--- config.mk ---
export PLATFORM = sky130hd
export DESIGN_NAME = intvl_timer
export DESIGN_NICKNAME = d
export VERILOG_FILES = /design/src/rtl/tmr_pkg.sv /design/src/rtl/tmr_div_cfg.sv /design/src/rtl/tmr_prescaler.sv /design/src/rtl/tmr_down_counter.sv /design/src/rtl/tmr_expiry_req.sv /design/src/rtl/intvl_timer.sv
export SDC_FILE = /design/constraint.sdc
export NUM_CORES = 1
export LEC_CHECK = 0
export BUFFER_PORTS_ARGS = -buffer_cell sky130_fd_sc_hd__buf_2
export CAP_MARGIN = 10
export CORE_MARGIN = 10
export CORE_UTILIZATION = 50
export CTS_BUF_LIST = sky130_fd_sc_hd__clkbuf_2 sky130_fd_sc_hd__clkbuf_4 sky130_fd_sc_hd__clkbuf_8
export CTS_CLUSTER_SIZE = 25
export DETAILED_ROUTE_END_ITERATION = 8
export GPL_TIMING_DRIVEN = 0
export PLACE_DENSITY = 0.88
export RECOVER_POWER = 25
export SYNTH_ARGS = -nofsm -noshare
export SYNTH_HDL_FRONTEND = slang
export SYNTH_SLANG_ARGS = --single-unit
--- constraint.sdc ---
create_clock -name clk -period 7.4 [get_ports clk]
set_input_delay 1.11 -clock clk [delete_from_list [all_inputs] [get_ports clk]]
set_output_delay 1.11 -clock clk [all_outputs]
set_load 0.02 [all_outputs]
--- src/rtl/tmr_pkg.sv ---
package tmr_pkg;
   localparam int DIV_CFG_W  = 4;
   localparam int DIV_CODE_W = 3;

   typedef logic [DIV_CODE_W-1:0] div_code_t;
   typedef logic [DIV_CFG_W-1:0]  div_cfg_t;

   // bits kept on a divide-configuration write
   localparam div_cfg_t DIV_KEEP = 4'b1011;

   function automatic div_code_t code_of(input div_cfg_t cfg);
      return {cfg[3], cfg[1], cfg[0]};
   endfunction

   // shift wraps modulo 2^DIV_CODE_W, so the all-ones code gives shift 0
   function automatic div_code_t shift_of(input div_code_t code);
      return code + div_code_t'(1);
   endfunction
endpackage

--- src/rtl/tmr_div_cfg.sv ---
module tmr_div_cfg
   import tmr_pkg::*;
(
   input  logic     clk,
   input  logic     rst_n,
   input  logic     wr,
   input  div_cfg_t wdata,
   output div_cfg_t cfg_q,
   output div_code_t shift
);
   always_ff @(posedge clk or negedge rst_n) begin
      if (!rst_n)  cfg_q <= '0;
      else if (wr) cfg_q <= wdata & DIV_KEEP;
   end

   assign shift = shift_of(code_of(cfg_q));

   AST_DIV_BIT2_ZERO: assert property (@(posedge clk) disable iff (!rst_n)
      wr |=> (cfg_q[2] == 1'b0));
endmodule

--- src/rtl/tmr_prescaler.sv ---
module tmr_prescaler #(
   parameter int SHIFT_W = 3
) (
   input  logic               clk,
   input  logic               rst_n,
   input  logic               restart,
   input  logic [SHIFT_W-1:0] shift,
   output logic               tick
);
   localparam int PRE_W = (1 << SHIFT_W) - 1;

   if (SHIFT_W < 1 || SHIFT_W > 5) begin : g_bad_shift_w
      $error("tmr_prescaler: SHIFT_W out of range");
   end

   logic [PRE_W-1:0] pre_cnt;
   logic [PRE_W:0]   span;
   logic [PRE_W:0]   last;

   assign span = {{PRE_W{1'b0}}, 1'b1} << shift;
   assign last = span - {{PRE_W{1'b0}}, 1'b1};
   // >= keeps the divider safe when the shift is lowered mid-interval
   assign tick = ({1'b0, pre_cnt} >= last);

   always_ff @(posedge clk or negedge rst_n) begin
      if (!rst_n)                pre_cnt <= '0;
      else if (restart || tick)  pre_cnt <= '0;
      else                       pre_cnt <= pre_cnt + {{(PRE_W-1){1'b0}}, 1'b1};
   end

   AST_PRESCALE_WRAP: assert property (@(posedge clk) disable iff (!rst_n)
      (restart || tick) |=> (pre_cnt == '0));
endmodule

--- src/rtl/tmr_down_counter.sv ---
module tmr_down_counter #(
   parameter int CNT_W = 32
) (
   input  logic             clk,
   input  logic             rst_n,
   input  logic             load,
   input  logic [CNT_W-1:0] load_val,
   input  logic             tick,
   input  logic             periodic,
   output logic [CNT_W-1:0] count,
   output logic             expire
);
   if (CNT_W < 2) begin : g_bad_cnt_w
      $error("tmr_down_counter: CNT_W must be at least 2");
   end

   localparam logic [CNT_W-1:0] ONE = {{(CNT_W-1){1'b0}}, 1'b1};

   logic [CNT_W-1:0] reload_q;
   logic             running;
   logic             at_zero;

   assign running = (reload_q != '0);
   assign at_zero = (count == '0);
   assign expire  = !load && tick && running && (count == ONE);

   always_ff @(posedge clk or negedge rst_n) begin
      if (!rst_n) begin
         count    <= '0;
         reload_q <= '0;
      end else if (load) begin
         count    <= load_val;
         reload_q <= load_val;
      end else if (tick && running) begin
         if (!at_zero)      count <= count - ONE;
         else if (periodic) count <= reload_q;
      end
   end

   AST_LOAD_VALUE: assert property (@(posedge clk) disable iff (!rst_n)
      load |=> (count == $past(load_val)));
   AST_HOLD_BETWEEN_TICKS: assert property (@(posedge clk) disable iff (!rst_n)
      (!load && !tick) |=> $stable(count));
   AST_ONESHOT_HOLD: assert property (@(posedge clk) disable iff (!rst_n)
      (!load && !periodic && at_zero) |=> (count == '0));
   AST_PERIODIC_RELOAD: assert property (@(posedge clk) disable iff (!rst_n)
      (!load && tick && periodic && running && at_zero) |=> (count == $past(reload_q)));
   AST_STOPPED_ZERO: assert property (@(posedge clk) disable iff (!rst_n)
      (!load && !running && at_zero) |=> (count == '0));
endmodule

--- src/rtl/tmr_expiry_req.sv ---
module tmr_expiry_req #(
   parameter int VEC_W = 8
) (
   input  logic             clk,
   input  logic             rst_n,
   input  logic             expire,
   input  logic             masked,
   input  logic [VEC_W-1:0] vec,
   output logic             irq_valid,
   output logic [VEC_W-1:0] irq_vector
);
   always_ff @(posedge clk or negedge rst_n) begin
      if (!rst_n) begin
         irq_valid  <= 1'b0;
         irq_vector <= '0;
      end else begin
         irq_valid <= expire && !masked;
         if (expire) irq_vector <= vec;
      end
   end

   AST_REQ_SINGLE: assert property (@(posedge clk) disable iff (!rst_n)
      irq_valid |=> !irq_valid);
endmodule

--- src/rtl/intvl_timer.sv ---
module intvl_timer
   import tmr_pkg::*;
#(
   parameter int CNT_W        = 32,
   parameter int ENTRY_W      = 32,
   parameter int VEC_W        = 8,
   parameter int MASK_BIT     = 16,
   parameter int PERIODIC_BIT = 17
) (
   input  logic               clk,
   input  logic               rst_n,
   input  logic               div_we,
   input  logic [3:0]         div_wdata,
   input  logic               entry_we,
   input  logic [ENTRY_W-1:0] entry_wdata,
   input  logic               init_we,
   input  logic [CNT_W-1:0]   init_wdata,
   input  logic               cur_we,
   input  logic [CNT_W-1:0]   cur_wdata,
   output logic [3:0]         div_cfg,
   output logic [ENTRY_W-1:0] entry_q,
   output logic [CNT_W-1:0]   cur_count,
   output logic               irq_valid,
   output logic [VEC_W-1:0]   irq_vector
);
   if (MASK_BIT >= ENTRY_W || PERIODIC_BIT >= ENTRY_W) begin : g_bad_fields
      $error("intvl_timer: entry field outside the entry width");
   end
   if (MASK_BIT == PERIODIC_BIT || VEC_W > MASK_BIT || VEC_W > PERIODIC_BIT) begin : g_bad_overlap
      $error("intvl_timer: entry fields overlap");
   end

   div_code_t shift;
   logic      tick;
   logic      expire;

   // the current-count write port is accepted and discarded
   logic unused_cur_write;
   assign unused_cur_write = ^{cur_we, cur_wdata};

   always_ff @(posedge clk or negedge rst_n) begin
      if (!rst_n)        entry_q <= '0;
      else if (entry_we) entry_q <= entry_wdata;
   end

   tmr_div_cfg u_div (
      .clk   (clk),
      .rst_n (rst_n),
      .wr    (div_we),
      .wdata (div_wdata),
      .cfg_q (div_cfg),
      .shift (shift)
   );

   tmr_prescaler #(.SHIFT_W(DIV_CODE_W)) u_pre (
      .clk     (clk),
      .rst_n   (rst_n),
      .restart (init_we),
      .shift   (shift),
      .tick    (tick)
   );

   tmr_down_counter #(.CNT_W(CNT_W)) u_cnt (
      .clk      (clk),
      .rst_n    (rst_n),
      .load     (init_we),
      .load_val (init_wdata),
      .tick     (tick),
      .periodic (entry_q[PERIODIC_BIT]),
      .count    (cur_count),
      .expire   (expire)
   );

   tmr_expiry_req #(.VEC_W(VEC_W)) u_req (
      .clk        (clk),
      .rst_n      (rst_n),
      .expire     (expire),
      .masked     (entry_q[MASK_BIT]),
      .vec        (entry_q[VEC_W-1:0]),
      .irq_valid  (irq_valid),
      .irq_vector (irq_vector)
   );

   AST_REQ_AT_ZERO: assert property (@(posedge clk) disable iff (!rst_n)
      irq_valid |-> (cur_count == '0));
   AST_MASK_QUIET: assert property (@(posedge clk) disable iff (!rst_n)
      entry_q[MASK_BIT] |=> !irq_valid);
   AST_CUR_WRITE_IGNORED: assert property (@(posedge clk) disable iff (!rst_n)
      (cur_we && !init_we && !tick) |=> $stable(cur_count));
   AST_ENTRY_WRITE_NO_RESTART: assert property (@(posedge clk) disable iff (!rst_n)
      (entry_we && !init_we && !tick) |=> $stable(cur_count));
endmodule

==> impl_metrics.ini <==
[sta]
skew_ps = 16.16
slew_viol_final = 35
maxSlewHeadroom = -0.3035
fmax_ghz = 0.2277
postLayoutSetupSlackWorst_ps = 3009
timing.hold.ws_ps = 480.0
worst_pin_slew_ps = 1955
rsz0062_at_grt = false
post-route-period-util = 0.5934
setup_tns_ps = 0
setup-violations-final = 0
layout_min_cycle_time_ps = 4391
timing_hold_violations_final = 0

[drt]
wl_per_cell_um = 20.76
vias_per_cell = 6.131
drt_iter0_drc = 799
antenna_left = 0
wirelength_um = 20040
first_pass_iters = 8
vias = 5916
drc = 0

[clock_tree]
cts_tree = built
clock_latency_ps = 460
cts_resized = 0
root_buffer = clkbuf_8
clock_sinks = 115
numCtsBuffers = 17
cts-htree-levels = 4
cts_buffer_depth = 2
hold_buffers = 0
cts_setup_buffers = 0
clkTransAtPathRegs_ps = 80

[finish]
layout.nets = 903
fill_cells = 1028
drive_gt1_frac = 0.3178
final_area_sq_mm = 0.007565
area.sequential_sq_mm = 0.002878
multi_input_area_sq_mm = 0.002965
area_growth_pct = 21.92

[synth]
yosys_warnings = 0
yosys_register_bits = 115
syn-num-nets = 737
synthArstFlopShare = 1.000
synth_top_area_frac = 0.4638
synthFlopType = dfrtp_1
synth-edff-count = 0
syn_inst = 617
avgSynthCellArea_sq_um = 10.06
ys_top_cells_by_area = dfrtp_1 (46%), mux2_2 (9.4%), o21ai_0 (3.7%), nand2_1 (3.3%), ha_1 (2.8%)
yosysTopAreaCell = dfrtp_1
ys_seq_area_frac = 0.4638
syn_area_sq_mm = 0.006205
yosys.cell_count.top_type = dfrtp_1
synth_common_cells = dfrtp_1 (115), nand2_1 (54), mux2_2 (52)
synth.distinct_cells = 70

[place]
gp_congestion = 0.9775
hpwl_um = 14460
placed_cell_area_sq_mm = 0.007179
place_ws_ps = 3202
portBuffers = 146

[floorplanning]
die_w_um = 131.4
io_pins = 183
initial_core_util = 0.5144
num_rows = 40
core_area_sq_mm = 0.01206
die_h_um = 131.4
die_area_sq_mm = 0.01726

[grt]
antenna_found_initial = 3
gr-total-overflow = 0
grt_pass1_wl_um = 31350
grt_max_degree = 82
grt_usage = 0.2250
first_global_vias = 5965

[worst_setup_path]
crit_fanout = 10
rr_startpoint = u_div.cfg_q[1]$_DFFE_PN0P_
r2r-end = u_cnt.count[11]$_DFFE_PN0P_
r2r_slack_ps = 3010
crit_path_start_kind = flip-flop
endpoint_kind = flip-flop
critPathKind = flip-flop to flip-flop
cp.required_ps = 7660
arrival_ps = 4650
r2r_cells = 14

[job]
cap_violations = 1

[pwr]
power_w = 0.001632
power_density_mw_per_mm2 = 215.7
peakVddDrop_mv = 0.1403
power_leakage_nw = 3.478

[hold_path]
hold_path_end = u_pre.pre_cnt[0]$_DFF_PN0_
min-delay-start = u_pre.pre_cnt[0]$_DFF_PN0_
min_path_type = flip-flop to flip-flop
holdPathStages = 1

[status]
outcome = finished, violations left
violations = capacitance limit, slew limit
flip-flops by register name (all words and copies together) (netlist names):
name / flops
u_req.irq_vector: 8
u_req.irq_valid: 1
u_div.cfg_q: 3
u_cnt.count: 32
u_pre.pre_cnt: 7
entry_q: 32
u_cnt.reload_q: 32
through the flow:
step	util	instances
floorplan	-	617
global placement	0.5924	931
detailed placement	0.5952	932
CTS	0.6277	964
global route	0.6272	965
finish	0.6272	965
cell usage in the layout, fill, tap and decap left out, types with 5 or more instances in the layout:
cell and n:
a2bb2oi_1 5, o31ai_1 8, mux2i_1 9, a31oi_1 12, o21ai_0 46, clkbuf_8 18, buf_2 145, a21oi_1 15
nor4_1 13, clkbuf_4 5, clkbuf_1 30, mux2_2 52, o211ai_1 7, inv_1 45, or4_1 7, nand4_1 12
ha_1 14, xor2_1 6, nand2_1 54, buf_4 6, nor3_1 11, nand3_1 15, nor2_1 32, xnor2_1 5
dfrtp_1 115
worst max-delay path, cell delays in order, from the launching register on:
cell and delay, ps:
dfrtp_1 450, nand2_1 150, inv_1 100, ha_1 330, clkbuf_1 320, nand2_1 110, ha_1 260, xor2_1 190
ha_1 300, a21o_1 110, a31oi_1 50, o211ai_1 260, nand3_1 390, nor3_1 980, a221oi_1 200
worst max path at each step:
| stage | from | endpoint | slack [ps] |
|---|---|---|---|
| 6_report | u_div.cfg_q[1]$_DFFE_PN0P_ | u_cnt.count[11]$_DFFE_PN0P_ | 3010 |
| 3_3_place_gp | u_div.cfg_q[1]$_DFFE_PN0P_ | u_cnt.count[11]$_DFFE_PN0P_ | 3260 |
| 4_1_cts | u_div.cfg_q[1]$_DFFE_PN0P_ | u_cnt.count[11]$_DFFE_PN0P_ | 3170 |
| 5_1_grt | u_div.cfg_q[1]$_DFFE_PN0P_ | u_cnt.count[11]$_DFFE_PN0P_ | 2670 |
| 2_1_floorplan | u_div.cfg_q[1]$_DFFE_PN0P_ | u_cnt.count[31]$_DFFE_PN0P_ | 3910 |
| 3_5_place_dp | u_div.cfg_q[1]$_DFFE_PN0P_ | u_cnt.count[11]$_DFFE_PN0P_ | 3200 |
cells by family (layout without fill, tap and decap cells):
family | count (synthesis) | in the layout | synth area share
AOI/OAI and AO/OA | 152 | 152 | 0.1702
and+or+nand+nor | 179 | 179 | 0.1545
xor gates and xnor gates | 11 | 11 | 0.01553
other | 1 | 2 | 0.0006044
buffers and inverters | 84 | 263 | 0.05828
adders and majority gates | 14 | 14 | 0.02823
muxes | 61 | 61 | 0.1089
DFF | 115 | 115 | 0.4638
cell type report:
type	count	share of cell area
flip-flops and latches	115	0.3804
well taps	168	0.02779
plain buffers	39	0.02547
clock buffers	23	0.03771
repair buffers	147	0.09990
inverters	45	0.02233
clock inverters	9	0.01406
multi-input cells	418	0.3920
diodes	1	0.0003308
layer usage:
metal / vias to the layer above / wire, um / global-route usage
met2: 435 / 9360 / 0.3577
met4: 4 / 818 / 0.1143
met5: - / 20 / 0
li1: 2616 / - / -
met1: 2773 / 7295 / 0.2595
met3: 88 / 2544 / 0.08613
power by group:
part	internal [W]	switching [W]	leakage, nW
registers	0.000682	0.0000599	1.40
clock network	0.000324	0.000257	0.197
logic	0.000121	0.000187	1.88
No activity file was read; power rests on OpenSTA's default activity.
